`config.mk`:
```
export PLATFORM = sky130hd
export DESIGN_NAME = refdiv_top
export DESIGN_NICKNAME = d
export VERILOG_FILES = /design/src/rtl/refdiv_pkg.sv /design/src/rtl/refdiv_decode.sv /design/src/rtl/refdiv_update.sv /design/src/rtl/refdiv_counter.sv /design/src/rtl/refdiv_top.sv
export SDC_FILE = /design/constraint.sdc
export NUM_CORES = 1
export LEC_CHECK = 0
export ABC_CLOCK_PERIOD_IN_PS = 6400
export BUFFER_PORTS_ARGS = -buffer_cell sky130_fd_sc_hd__buf_2
export CORE_ASPECT_RATIO = 1.75
export CORE_UTILIZATION = 30
export CTS_CLUSTER_DIAMETER = 50
export DETAILED_ROUTE_END_ITERATION = 10
export GPL_TIMING_DRIVEN = 0
export HOLD_SLACK_MARGIN = 0.08
export PLACE_DENSITY = 0.46
export SLEW_MARGIN = 20
export SYNTH_ARGS = -nofsm -noshare
export SYNTH_HDL_FRONTEND = slang
export SYNTH_HIERARCHICAL = 1
export SYNTH_SLANG_ARGS = --single-unit
```
`constraint.sdc`:
```
create_clock -name clk -period 6.4 [get_ports clk]
set_input_delay 1.28 -clock clk [delete_from_list [all_inputs] [get_ports clk]]
set_output_delay 1.28 -clock clk [all_outputs]
set_load 0.02 [all_outputs]
```
`src/rtl/refdiv_pkg.sv`:
```
package refdiv_pkg;
  typedef enum logic [1:0] {
    MODE_ONE   = 2'b00,
    MODE_TWO   = 2'b01,
    MODE_SMALL = 2'b10,
    MODE_LARGE = 2'b11
  } refdiv_mode_e;

  localparam int SMALL_OFS = 2;
  localparam int LARGE_OFS = 8;
endpackage

```
`src/rtl/refdiv_decode.sv`:
```
module refdiv_decode
  import refdiv_pkg::*;
#(
  parameter int CFG_W     = 13,
  parameter int RATIO_W   = 12,
  parameter int SMALL_W   = 4,
  parameter int MIN_LARGE = 18
) (
  input  logic [CFG_W-1:0]   word,
  output logic [RATIO_W-1:0] ratio,
  output logic               legal
);
  localparam int LARGE_W = CFG_W - 2;

  refdiv_mode_e         mode;
  logic [SMALL_W-1:0]   small_inv;
  logic [RATIO_W-1:0]   small_val;
  logic [RATIO_W-1:0]   large_val;

  assign mode      = refdiv_mode_e'(word[1:0]);
  assign small_inv = ~word[2 +: SMALL_W];
  assign small_val = RATIO_W'(small_inv) + RATIO_W'(SMALL_OFS);
  assign large_val = RATIO_W'(word[2 +: LARGE_W]) + RATIO_W'(LARGE_OFS);

  always_comb begin
    legal = 1'b1;
    unique case (mode)
      MODE_ONE:   ratio = RATIO_W'(1);
      MODE_TWO:   ratio = RATIO_W'(2);
      MODE_SMALL: ratio = small_val;
      MODE_LARGE: begin
        ratio = large_val;
        legal = (large_val >= RATIO_W'(MIN_LARGE));
      end
      default:    ratio = RATIO_W'(1);
    endcase
  end
endmodule

```
`src/rtl/refdiv_update.sv`:
```
module refdiv_update #(
  parameter int RATIO_W     = 12,
  parameter int RESET_RATIO = 1
) (
  input  logic               clk,
  input  logic               rst,
  input  logic               load,
  input  logic [RATIO_W-1:0] ratio_in,
  input  logic               legal,
  input  logic               period_end,
  output logic [RATIO_W-1:0] act_ratio,
  output logic [RATIO_W-1:0] act_next,
  output logic               cfg_bad
);
  logic [RATIO_W-1:0] pend_ratio;
  logic               pend_vld;
  logic               swap;

  assign swap     = period_end && pend_vld;
  assign act_next = swap ? pend_ratio : act_ratio;

  always_ff @(posedge clk) begin
    if (rst) begin
      act_ratio  <= RATIO_W'(RESET_RATIO);
      pend_ratio <= RATIO_W'(RESET_RATIO);
      pend_vld   <= 1'b0;
      cfg_bad    <= 1'b0;
    end else begin
      if (swap) begin
        act_ratio <= pend_ratio;
        pend_vld  <= 1'b0;
      end
      if (load) begin
        if (legal) begin
          pend_ratio <= ratio_in;
          pend_vld   <= 1'b1;
          cfg_bad    <= 1'b0;
        end else begin
          cfg_bad    <= 1'b1;
        end
      end
    end
  end
endmodule

```
`src/rtl/refdiv_counter.sv`:
```
module refdiv_counter #(
  parameter int RATIO_W = 12
) (
  input  logic               clk,
  input  logic               rst,
  input  logic [RATIO_W-1:0] act_ratio,
  input  logic [RATIO_W-1:0] act_next,
  output logic               period_end,
  output logic [RATIO_W-1:0] cnt,
  output logic               div_pulse,
  output logic               div_clk
);
  logic [RATIO_W-1:0] nxt_cnt;
  logic [RATIO_W-1:0] half;

  assign period_end = (cnt == act_ratio - RATIO_W'(1));
  assign nxt_cnt    = period_end ? '0 : cnt + RATIO_W'(1);
  assign half       = (act_next + RATIO_W'(1)) >> 1;

  always_ff @(posedge clk) begin
    if (rst) begin
      cnt       <= '0;
      div_pulse <= 1'b0;
      div_clk   <= 1'b0;
    end else begin
      cnt       <= nxt_cnt;
      div_pulse <= period_end;
      div_clk   <= (nxt_cnt < half);
    end
  end
endmodule

```
`src/rtl/refdiv_top.sv`:
```
module refdiv_top #(
  parameter int CFG_W       = 13,
  parameter int RATIO_W     = 12,
  parameter int SMALL_W     = 4,
  parameter int RESET_RATIO = 1
) (
  input  logic             clk,
  input  logic             rst,
  input  logic [CFG_W-1:0] cfg_word,
  input  logic             cfg_load,
  output logic             div_pulse,
  output logic             div_clk,
  output logic             cfg_bad
);
  localparam int MIN_LARGE = refdiv_pkg::SMALL_OFS + (2 ** SMALL_W);

  logic [RATIO_W-1:0] dec_ratio;
  logic               dec_legal;
  logic [RATIO_W-1:0] act_ratio;
  logic [RATIO_W-1:0] act_next;
  logic               period_end;
  logic [RATIO_W-1:0] cnt;

  refdiv_decode #(
    .CFG_W(CFG_W), .RATIO_W(RATIO_W), .SMALL_W(SMALL_W), .MIN_LARGE(MIN_LARGE)
  ) u_dec (
    .word(cfg_word), .ratio(dec_ratio), .legal(dec_legal)
  );

  refdiv_update #(
    .RATIO_W(RATIO_W), .RESET_RATIO(RESET_RATIO)
  ) u_upd (
    .clk(clk), .rst(rst), .load(cfg_load), .ratio_in(dec_ratio),
    .legal(dec_legal), .period_end(period_end), .act_ratio(act_ratio),
    .act_next(act_next), .cfg_bad(cfg_bad)
  );

  refdiv_counter #(
    .RATIO_W(RATIO_W)
  ) u_cnt (
    .clk(clk), .rst(rst), .act_ratio(act_ratio), .act_next(act_next),
    .period_end(period_end), .cnt(cnt), .div_pulse(div_pulse), .div_clk(div_clk)
  );
endmodule

```
==> results.ini <==
[clock_tree]
clkLatencyLatePin_ns=0.29
cts_buffers=5
clock_sinks=40
path_clk_slew_ns=0.06
cts_hold_buf=0
cts-resized-gates=0
htreeDepth=2
clockBufferDepth=2
cts_tree=yes
cts_setup_buffers=0
cts_root_buffer=clkbuf_16

[finish]
final_nets=411
final_layout_size_suffix_gt1_share_pct=15.2
final_common_cell=dfxtp_1
area_delta_synth_final_pct=12.6
num_antenna_cells=0
fin_cells=506
final_cell_mix=dfxtp_1, buf_2, xnor2_1, nand2b_1, nor2_1

[min_path]
whs_endpoint=u_upd/pend_ratio[0]
hold_class=reg2reg
min_from=u_upd/pend_ratio[0]
hold_depth=1

[timing]
worstMarginPinSlew_ns=0.787
setup_viol=0
period_share_pct=88.1
fin_skew_ns=0.00657
setup_tns_ns=0
rsz0062_at_grt=no
finalMaxSlewViolations=0
setup_ws_ns=0.761
slew_headroom_pct=47.0
max_freq_mhz=177
fin_crit_ns=5.64
final-hold-violation-count=0

[floorplan]
row_count=48
die-area_sq_mm=0.0105
io-pin-count=19
die_x_um=77.7
die_h_um=135
initial_utilization_pct=30.8
core-area_sq_mm=0.00979

[yosys]
synth_cell_types=50
yosys_register_bits=40
avgSynthCellArea_sq_um=8.43
synth_edf_count=0
yosysTopAreaCellShare_pct=26.6
ys_warn_count=6
seq_area_frac_synth_pct=26.6
synth_fp_nets=388
netlist_instances=357
synth_area_leaders=dfxtp_1, xnor2_1, ha_1
synth-main-ff-cell=dfxtp_1
async_reset_ff_share_pct=0
syn_area_sq_mm=0.00301
synth_area_leader_cell=dfxtp_1

[setup_path]
crit_top_cell=nand3_1
r2r-start=u_upd/act_ratio[3]
cp.buffers_inverters=3
end_kind=register
path_delay_family=simple AND/OR/NAND/NOR gates
r2r_end=u_cnt/div_clk
slowest_delay_ns=0.56
worstSetupStartpointType=register
path_cells=buf_2 > or4_4 > or4_1 > a211oi_1 > o2111ai_1 > nor3b_2 > buf_2 > nand2_2 > buf_6 > mux2_4 > and3_1 > nand3_1 > nor2_1 > nand4_1 > xor2_1 > ha_1 > nand3_1 > nor2_1 > nand3_1 > nor3_1 > or4b_1 > a21oi_1
worst-path-stages=22
regToRegSetupSlack_ns=0.76
crit_arrival_ns=5.85
r2r_cells=22
crit_path_max_fanout=13
cp.required_ns=6.61
critPathKind=reg2reg
critPathSlowestCell=or4_4

[power_and_ir_drop]
p_comb_share_pct=48.7
swShare_pct=40.4
clkPwrFrac_pct=23.3
seqPwrFrac_pct=28.0
p_leak_nw=1.33
p_per_area_mw_per_mm2=313
internal-power_mw=0.631
irDropWorstVdd_mv=0.137
net-switching-power_mw=0.429

[routing]
wire_per_inst_um=15.6
vias=2597
first_iter_violations=132
drc=2
drtPass1Iterations=7
antenna_left=0
drt_wl_total_mm=7.91
routed_via_density=5.13

[global_route]
grt_start_max_net_pins=14
antenna_found_initial=0
grt_pass1_vias=2549
grt_pass1_wl_mm=12.7
grt_use_total_pct=16.1
grt-ovfl-total=0

[placement]
dp.cells=498
place_congestion=0.784
hpwl_mm=6.61
numPortBuffers=16
pre_cts_slack_ns=0.795

[status]
violations=design-rule violations
outcome=complete, but fails checks

[flow_run]
drv_cap=0

==> synth_stat cells (3+ instances only) <==
master	instances
xnor2_1	25
nor2b_1	6
dfxtp_1	40
buf_2	9
nor2_1	25
mux2_4	11
a21oi_1	9
o211ai_1	3
nand4b_1	11
nor3_1	17
o21ai_1	7
nand2b_1	25
nor4_1	8
mux2i_1	14
nand4_1	10
clkbuf_1	3
xor2_1	14
nand3_1	17
and3_1	7
nand2_1	14
or2_2	4
inv_1	12
and2_1	3
ha_1	15
a211o_1	3
o21ai_0	11
==> layout make-up <==
type	count	area [sq um]
Fill cell	1042	6400
Multi-Input combinational cell	287	2060
Sequential cell	40	801
Tap cell	125	156
Clock buffer	7	133
Buffer	18	104
Timing Repair Buffer	16	80.1
Inverter	12	45.0
Clock inverter	1	8.76
==> layer usage <==
metal / vias to the layer above / global-route usage [%] / part of all wire [%]
met2: 47 / 33.9 / 61
met3: 13 / 2.43 / 1.9
met5: - / 0 / 0
met4: 0 / 8.49 / 2.8
met1: 1207 / 13.8 / 34
li1: 1330 / - / -
==> registers in the layout, summed over array words and instances, names as in the netlist <==
signal / count
u_cnt/cnt: 12
u_upd/cfg_bad: 1
u_cnt/div_pulse: 1
u_upd/act_ratio: 12
u_cnt/div_clk: 1
u_upd/pend_ratio: 12
u_upd/pend_vld: 1
==> how the worst max path moves through the flow <==
stage                    end               start  slack [ns]
4_1_cts        u_cnt/div_clk  u_upd/act_ratio[3]        0.76
5_1_grt        u_cnt/div_clk  u_upd/act_ratio[3]        0.42
2_1_floorplan  u_cnt/div_clk  u_upd/act_ratio[3]        1.55
3_5_place_dp   u_cnt/div_clk  u_upd/act_ratio[3]        0.79
3_3_place_gp   u_cnt/div_clk  u_upd/act_ratio[3]        0.77
6_report       u_cnt/div_clk  u_upd/act_ratio[3]        0.76
==> kinds of logic after synthesis <==
logic type	Yosys count	share of synthesized area, %
xor gates and xnor gates	39	11.3
buffers and inverters	30	4.95
AOI/OAI and AO/OA	48	10.1
DFF	40	26.6
and+or+nand+nor	159	30.3
adders and majority gates	15	6.23
muxes	26	10.5
==> through the flow <==
stage	power [mW]	hold WS, ns	instance area (sq um)	utilization [%]
detailed placement	0.817	0.449	3250	33.2
finish	1.06	0.460	3390	34.6
floorplan	0.688	0.427	3010	-
global placement	0.818	0.439	3250	33.2
CTS	1.07	0.464	3390	34.6
global route	1.13	0.490	3390	34.6
==> power by group through the flow <==
stage	Sequential [mW]	Clock (mW)	Combinational, mW
after global placement	0.302	0	0.516
after CTS	0.297	0.256	0.517
after floorplan	0.297	0	0.391
final	0.297	0.247	0.516
after global routing	0.299	0.266	0.566
after detailed placement	0.303	0	0.514
Note: power is estimated with default switching activity, not from simulation.
